File: src/rtl/pwm_pair_pkg.sv
package pwm_pair_pkg;
  localparam int CKS_W    = 3;
  localparam int BIT_RUN  = 0;
  localparam int BIT_IE   = 1;
  localparam int BIT_CKS  = 2;
  localparam int BIT_FLAG = BIT_CKS + CKS_W;
  localparam int ADR_CTRL  = 0;
  localparam int ADR_CYCLE = 1;
  localparam int ADR_POL   = 2;
  localparam int ADR_OE    = 3;
  localparam int ADR_STAGE = 4;
endpackage

File: src/rtl/pwm_prescaler.sv
module pwm_prescaler #(
  parameter int SEL_W = 3
) (
  input  logic             clk,
  input  logic             rst_n,
  input  logic             run,
  input  logic [SEL_W-1:0] sel,
  output logic             tick
);
  localparam int PRE_W = (1 << SEL_W) - 1;

  logic [PRE_W-1:0] pre_q;
  logic [PRE_W-1:0] mask;

  always_comb begin
    mask = PRE_W'((32'd1 << sel) - 32'd1);
    tick = run && ((pre_q & mask) == mask);
  end

  always_ff @(posedge clk) begin
    if (!rst_n)   pre_q <= '0;
    else if (!run) pre_q <= '0;
    else          pre_q <= pre_q + 1'b1;
  end

  // with a divide above 1, two ticks are never adjacent
  a_r8_tick_gap: assert property (@(posedge clk) disable iff (!rst_n)
    (tick && sel != '0) |=> (!tick || $changed(sel)));
endmodule

File: src/rtl/pwm_timebase.sv
module pwm_timebase #(
  parameter int CNT_W = 10
) (
  input  logic             clk,
  input  logic             rst_n,
  input  logic             run,
  input  logic             start,
  input  logic             tick,
  input  logic [CNT_W-1:0] cycle_val,
  output logic [CNT_W-1:0] cnt,
  output logic             wrap,
  output logic             load
);
  logic [CNT_W-1:0] cnt_q;

  assign cnt  = cnt_q;
  assign wrap = run && tick && (cnt_q == cycle_val);
  assign load = start || wrap;

  always_ff @(posedge clk) begin
    if (!rst_n)         cnt_q <= '0;
    else if (start)     cnt_q <= '0;
    else if (!run)      cnt_q <= '0;
    else if (tick)      cnt_q <= wrap ? '0 : cnt_q + 1'b1;
  end

  a_r2_wrap_zero: assert property (@(posedge clk) disable iff (!rst_n)
    wrap |=> (cnt_q == '0));
  a_r2_step: assert property (@(posedge clk) disable iff (!rst_n)
    (run && tick && !wrap && !start) |=> (cnt_q == CNT_W'($past(cnt_q) + 1'b1)));
  a_r9_idle_hold: assert property (@(posedge clk) disable iff (!rst_n)
    (!run && !start) |=> (cnt_q == '0));
endmodule

File: src/rtl/pwm_pair.sv
module pwm_pair #(
  parameter int CNT_W = 10
) (
  input  logic             clk,
  input  logic             rst_n,
  input  logic             stage_we,
  input  logic [CNT_W-1:0] stage_cmp,
  input  logic             stage_sel,
  input  logic             load,
  input  logic             run,
  input  logic [CNT_W-1:0] cnt,
  output logic [1:0]       raw
);
  logic [CNT_W-1:0] stg_cmp_q, act_cmp_q;
  logic             stg_sel_q, act_sel_q;
  logic             on;

  always_ff @(posedge clk) begin
    if (!rst_n) begin
      stg_cmp_q <= '0;
      stg_sel_q <= 1'b0;
      act_cmp_q <= '0;
      act_sel_q <= 1'b0;
    end else begin
      if (stage_we) begin
        stg_cmp_q <= stage_cmp;
        stg_sel_q <= stage_sel;
      end
      if (load) begin
        act_cmp_q <= stg_cmp_q;
        act_sel_q <= stg_sel_q;
      end
    end
  end

  assign on     = run && (cnt < act_cmp_q);
  assign raw[0] = on && !act_sel_q;
  assign raw[1] = on && act_sel_q;

  a_r3_load: assert property (@(posedge clk) disable iff (!rst_n)
    load |=> (act_cmp_q == $past(stg_cmp_q) && act_sel_q == $past(stg_sel_q)));
  a_r3_hold: assert property (@(posedge clk) disable iff (!rst_n)
    !load |=> ($stable(act_cmp_q) && $stable(act_sel_q)));
endmodule

File: src/rtl/pwm_pair_gen.sv
module pwm_pair_gen
  import pwm_pair_pkg::*;
#(
  parameter int CNT_W  = 10,
  parameter int NPAIR  = 4,
  parameter int ADDR_W = 3,
  localparam int NPIN  = 2 * NPAIR,
  localparam int DW0   = (CNT_W + 1 > NPIN) ? CNT_W + 1 : NPIN,
  localparam int DATA_W = (DW0 > BIT_FLAG + 1) ? DW0 : BIT_FLAG + 1
) (
  input  logic              clk,
  input  logic              rst_n,
  input  logic              wr_en,
  input  logic [ADDR_W-1:0] wr_addr,
  input  logic [DATA_W-1:0] wr_data,
  output logic [NPIN-1:0]   pwm_o,
  output logic              irq_o
);
  logic             run_q, ie_q, flag_q;
  logic [CKS_W-1:0] cks_q;
  logic [CNT_W-1:0] cycle_q;
  logic [NPIN-1:0]  pol_q, oe_q, raw;
  logic             ctrl_wr, start, tick, wrap, load;
  logic [CNT_W-1:0] cnt;

  assign ctrl_wr = wr_en && (wr_addr == ADDR_W'(ADR_CTRL));
  assign start   = ctrl_wr && wr_data[BIT_RUN] && !run_q;

  always_ff @(posedge clk) begin
    if (!rst_n) begin
      run_q   <= 1'b0;
      ie_q    <= 1'b0;
      cks_q   <= '0;
      flag_q  <= 1'b0;
      cycle_q <= '0;
      pol_q   <= '0;
      oe_q    <= '0;
    end else begin
      if (ctrl_wr) begin
        run_q <= wr_data[BIT_RUN];
        ie_q  <= wr_data[BIT_IE];
        cks_q <= wr_data[BIT_CKS +: CKS_W];
      end
      if (load)                             flag_q <= 1'b1;
      else if (ctrl_wr && !wr_data[BIT_FLAG]) flag_q <= 1'b0;
      if (wr_en && wr_addr == ADDR_W'(ADR_CYCLE)) cycle_q <= wr_data[CNT_W-1:0];
      if (wr_en && wr_addr == ADDR_W'(ADR_POL))   pol_q   <= wr_data[NPIN-1:0];
      if (wr_en && wr_addr == ADDR_W'(ADR_OE))    oe_q    <= wr_data[NPIN-1:0];
    end
  end

  pwm_prescaler #(.SEL_W(CKS_W)) i_presc (
    .clk(clk), .rst_n(rst_n), .run(run_q), .sel(cks_q), .tick(tick)
  );

  pwm_timebase #(.CNT_W(CNT_W)) i_tb (
    .clk(clk), .rst_n(rst_n), .run(run_q), .start(start), .tick(tick),
    .cycle_val(cycle_q), .cnt(cnt), .wrap(wrap), .load(load)
  );

  for (genvar p = 0; p < NPAIR; p++) begin : g_pair
    logic we;
    assign we = wr_en && (wr_addr == ADDR_W'(ADR_STAGE + p));
    pwm_pair #(.CNT_W(CNT_W)) i_pair (
      .clk(clk), .rst_n(rst_n), .stage_we(we),
      .stage_cmp(wr_data[CNT_W-1:0]), .stage_sel(wr_data[CNT_W]),
      .load(load), .run(run_q), .cnt(cnt), .raw(raw[2*p +: 2])
    );
  end

  for (genvar i = 0; i < NPIN; i++) begin : g_pin
    assign pwm_o[i] = oe_q[i] && (raw[i] ^ pol_q[i]);
  end

  assign irq_o = flag_q && ie_q;

  a_r7_flag_set: assert property (@(posedge clk) disable iff (!rst_n)
    load |=> flag_q);
  a_r7_flag_clear: assert property (@(posedge clk) disable iff (!rst_n)
    (ctrl_wr && !wr_data[BIT_FLAG] && !load) |=> !flag_q);
  a_r1_start_runs: assert property (@(posedge clk) disable iff (!rst_n)
    start |=> (run_q && cnt == '0));
endmodule

File: config.mk
export PLATFORM = sky130hd
export DESIGN_NAME = pwm_pair_gen
export DESIGN_NICKNAME = d
export VERILOG_FILES = /design/src/rtl/pwm_pair_pkg.sv /design/src/rtl/pwm_prescaler.sv /design/src/rtl/pwm_timebase.sv /design/src/rtl/pwm_pair.sv /design/src/rtl/pwm_pair_gen.sv
export SDC_FILE = /design/constraint.sdc
export NUM_CORES = 1
export LEC_CHECK = 0
export CAP_MARGIN = 5
export CORE_ASPECT_RATIO = 0.6
export CORE_MARGIN = 4
export CORE_UTILIZATION = 45
export CTS_CLUSTER_DIAMETER = 50
export DETAILED_ROUTE_END_ITERATION = 8
export GPL_TIMING_DRIVEN = 0
export MAX_ROUTING_LAYER = met4
export PLACE_DENSITY = 0.61
export SLEW_MARGIN = 0
export SYNTH_ARGS = -nofsm -noshare
export SYNTH_HDL_FRONTEND = slang
export SYNTH_SLANG_ARGS = --single-unit
File: constraint.sdc
create_clock -name clk -period 2.8 [get_ports clk]
set_clock_uncertainty 0.05 [all_clocks]
set_input_delay 0.56 -clock clk [delete_from_list [all_inputs] [get_ports clk]]
set_output_delay 0.56 -clock clk [all_outputs]
set_load 0.005 [all_outputs]
Word level (Yosys, flattened, before mapping). Cells that the tools add are included.

Word-level logic and storage cells: 102. Output and inout bits: 9. Bits in registers: 137. Bits of input ports: 17.

$lt $le $gt $ge: 4. Shift operators: 1. Reductions and logical operators: 46. Equal/unequal tests: 9. Bitwise logic cells: 11. Mux-type cells: 3. Add/subtract/negate cells: 3.

Operators by type and width (count): $lt 10x10->1 (4); $logic_and 1x1->1 (35); $eq 3x3->1 const B (4); $add 10x1->10 const B (1); $eq 10x10->1 (1); $mux 10 (1); $xor 1x1->1 (8); $add 7x1->7 const B (1); $and 7x7->7 (1); $eq 7x7->1 (1); $shl 1x3->7 const A (1); $sub 7x1->7 const B (1); $eq 3x2->1 const B (2); $logic_not 1->1 (6); $eq 3x1->1 const B (1); $logic_not 3->1 (1); $reduce_or 3->1 (1); $mux 1 (2); $not 1->1 (2); $reduce_and 2->1 (1); $reduce_bool 2->1 (1); $logic_or 1x1->1 (1).

Depth between registers and ports, before layout. Gate-level depths: netlist of run 1.

Depth after elaboration: 9. Gate-level depth with buffers: 12.

Modules after synthesis. A second synthesis of run 1 with hierarchy kept.

Cell total of the unflattened synthesis: 659. Area total of the unflattened synthesis: 6650.1 um2.

Modules (own cells, without submodules): pwm_pair (area each 1082.3 um2, cells an instance 104, instances 4); pwm_pair_gen (area each 1377.6 um2, cells an instance 144, instances 1); pwm_timebase (area each 625.6 um2, cells an instance 62, instances 1); pwm_prescaler (area each 317.8 um2, cells an instance 37, instances 1).

Least setup slack after synthesis of run 1. No wires, ideal clock.

Kind: register -> output. From: register i_tb.cnt_q[3] (netlist: i_tb.cnt[3]). To: output pwm_o[1]. Path slack: 0.236 ns. Data arrival time: 1.954 ns. Cell stages (with the launch flop): 8. Cells stage by stage: dfxtp_1 ha_1 a211o_1 a21oi_1 o21ai_0 a221oi_2 mux2_1 o211ai_1.

Cells in the longest elaborated chain, start to end: 5.

RTL lines: start, declared (RTL line pwm_timebase.sv:14) `logic [CNT_W-1:0] cnt_q;`; start signal, assigned (RTL line pwm_timebase.sv:24) `else if (tick) cnt_q <= wrap ? '0 : cnt_q + 1'b1;`; $lt 10x10->1 (RTL line pwm_pair.sv:36) `assign on = run && (cnt < act_cmp_q);`; $logic_and 1x1->1 (RTL line pwm_pair.sv:36); $logic_and 1x1->1 (RTL line pwm_pair.sv:38) `assign raw[1] = on && act_sel_q;`; $xor 1x1->1 (RTL line pwm_pair_gen.sv:72) `assign pwm_o[i] = oe_q[i] && (raw[i] ^ pol_q[i]);`; $logic_and 1x1->1 (RTL line pwm_pair_gen.sv:72); end, declared (RTL line pwm_pair_gen.sv:16) `output logic [NPIN-1:0] pwm_o,`.

No other way between the ends.

Worst setup path in the final report of run 1.
From: register i_tb.cnt_q[5] (netlist: i_tb.cnt[5]). To: output pwm_o[3].

Same word-level chain as after synthesis.

==> results of run 1 <==
[metrics by stage]
step | hold WS, ns | TNS (ns)
finish | 0.399 | -1.49
detailed placement | 0.393 | -8.30
global route | 0.419 | -2.21
global placement | 0.393 | -8.46
floorplan | 0.375 | 0
CTS | 0.402 | -1.34
[sequential cells by signal, indices dropped and copies added (netlist names), 3 cells and up]
| name | cells |
|---|---|
| cycle_q | 10 |
| g_pair.i_pair.act_sel_q | 4 |
| pol_q | 8 |
| i_presc.pre_q | 7 |
| g_pair.i_pair.stg_sel_q | 4 |
| g_pair.i_pair.act_cmp_q | 40 |
| cks_q | 3 |
| oe_q | 8 |
| i_tb.cnt | 10 |
| g_pair.i_pair.stg_cmp_q | 40 |
[final cells by class]
type	instances	area (sq um)
multi-input cells	599	3790
plain buffers	48	224
inverters	45	169
repair buffers	39	323
clock buffers	19	453
well taps	198	248
fillers	1377	6420
clock inverters	13	134
flip-flops and latches	137	2780
[routing by layer]
metal	vias up	wire length (um)	track usage, %
li1	2911	-	-
met1	2828	10500	38.6
met2	162	8130	35.5
met3	17	1560	5.19
met4	0	165	5.20
met5	-	0	-
[repair_timing]
| item | 4_1_cts | 5_1_grt |
|---|---|---|
| gates resized for setup | 90 | 15 |
| setup buffers | 15 | 5 |
| setup endpoints to repair | 8 | 41 |
| pin swaps | 17 | 11 |
[report_power, final]
part	total, mW	internal, mW	switching (mW)
Clock	2.23	1.29	0.937
Combinational	0.238	0.0764	0.162
Sequential	1.99	1.97	0.0196
[final timing paths]
path | endpoint | startpoint
worst max register to register | g_pair[3].i_pair.act_cmp_q[3] | cks_q[1]
worst max-delay path | pwm_o[3] | i_tb.cnt[5]
worst min register to register | g_pair[1].i_pair.act_cmp_q[2] | g_pair[1].i_pair.stg_cmp_q[2]
worst min-delay path | g_pair[1].i_pair.act_cmp_q[2] | g_pair[1].i_pair.stg_cmp_q[2]
[cells in the final DEF, fill, tap and decap left out, types with 11 or more instances in the layout]
cell and n:
nand3_1 71, nor2_1 28, xor2_1 14, mux2i_1 11, ha_1 29, a21boi_0 67, buf_4 20, clkbuf_1 31
dfxtp_1 122, clkbuf_16 17, xnor2_1 11, clkdlybuf4s50_1 11, nor2b_1 12, nand2_1 199, inv_1 40, o21ai_1 46
[critical path, cell delays in order, from the launching register on]
cell	delay, ns
dfxtp_4	0.37
ha_4	0.24
a211o_1	0.27
a21oi_2	0.13
o21ai_2	0.09
a221oi_4	0.30
buf_4	0.17
mux2_4	0.29
o211ai_1	0.11
buf_2	0.16
[kinds of logic after synthesis]
| logic type | share of synthesized area (%) |
|---|---|
| buf+inv | 5.84 |
| flops | 40.9 |
| mux | 1.98 |
| compound gates | 16.6 |
| simple gates | 24.2 |
| fa+ha+maj | 7.28 |
| xor+xnor | 3.27 |
==> results.yml, run 1 <==
status:
  status: "finished with violations"
  violations: "setup timing"
synthesis:
  ys.flop_type: "dfxtp_1"
  avgSynthCellArea_sq_um: 8.09
  synth.distinct_cells: 53
  synthTopCellsByArea: "dfxtp_1, nand2_1, a21boi_0"
  synth_seq_area_share_pct: 40.9
  yosys.area.top_type: "dfxtp_1"
  syn_nets: 885
  synth_edf_count: 0
  yosys_register_bits: 137
  netlist.area_leader.share_pct: 40.9
  synthTopCellsByCount: "nand2_1, dfxtp_1, nand3_1"
  async_flop_share_pct: 0
  synth_cells: 829
  synth.most_common_cell: "nand2_1"
  yosys_warnings: 0
  netlist_area_sq_um: 6710
cts:
  clock_latency_ns: 0.42
  clkTransAtPathRegs_ns: 0.06
  cts.sinks: 137
  cts_tree: "built"
  root_buffer: "clkbuf_16"
  cts.path.max_buffers: 2
  postCtsHoldBufs: 0
  cts_buffers: 17
  htreeDepth: 4
detailed_routing:
  viasPerCell: 5.39
  finalWirelength_um: 20400
  detail-route-antenna-nets: 0
  vias: 5918
  wire_per_inst_um: 18.6
  drc: 0
  initialDrtViolationCount: 516
  firstDrtPassIters: 5
final_layout:
  drive_above_1_share_pct: 14.7
  antenna_cells: 0
  fin_util_pct: 55.8
  design_area_sq_um: 8130
  nets: 943
  area_growth_pct: 21.2
  final_cells: 1098
hold_path:
  hold_class: "reg -> reg"
  worstHoldPathCells: 2
grt:
  globalRouteOverflowTotal: 0
  antenna_found_initial: 0
  first_global_vias: 5623
  grt_max_degree: 17
  grt_use_total_pct: 25.7
  grt_first_pass_wirelength_um: 31500
pwr:
  power.density_nw_per_um2: 548
  finalPower_mw: 4.45
  p_leak_nw: 2.72
  irDropWorstVdd_mv: 0.338
timing:
  rsz0062_at_grt: "true"
  maxSlewViolCount: 0
  timing.final.ws_setup_ns: -0.362
  min_period_over_period_pct: 113
  tightest_slew_ns: 0.972
  final-hold-violation-count: 0
  max_freq_mhz: 316
  setup_viol: 8
  relSlewSlack_pct: 35.0
  min_period_ns: 3.16
floorplan:
  die_area_sq_um: 17000
  pin_count: 26
  fp.dieH_um: 103
  die_w_um: 166
  coreArea_sq_um: 14500
  start_util_pct: 46.1
  row_count: 34
place:
  io_buffers: 19
  hpwl_um: 15000
  placed_area_sq_um: 7140
  dpl_worst_slack_ns: -0.716
  placed_cells: 1046
  place.gp.congestion: 0.955
critical_path:
  cp-start-kind: "flop"
  worstPathArrival_ns: 2.55
  cp_max_fo: 3
  reg2regPathDepth: 10
  reg2reg_slack_ns: 0.26
  cp-end-kind: "output port"
  cp.required_ns: 2.19
  crit_type: "reg -> out"
run:
  maxCapViolCount: 0
(Power assumes the default switching activity.)
==> run 2, diff against run 1 <==
--- a/config.mk
+++ b/config.mk
@@ -11,6 +11,7 @@
 export CORE_UTILIZATION = 45
 export CTS_CLUSTER_DIAMETER = 50
 export DETAILED_ROUTE_END_ITERATION = 8
+export GPL_ROUTABILITY_DRIVEN = 1
 export GPL_TIMING_DRIVEN = 0
 export MAX_ROUTING_LAYER = met4
 export PLACE_DENSITY = 0.61
==> results of run 2 <==
No change in the layout: final DEF, timing and power equal those of run 1.
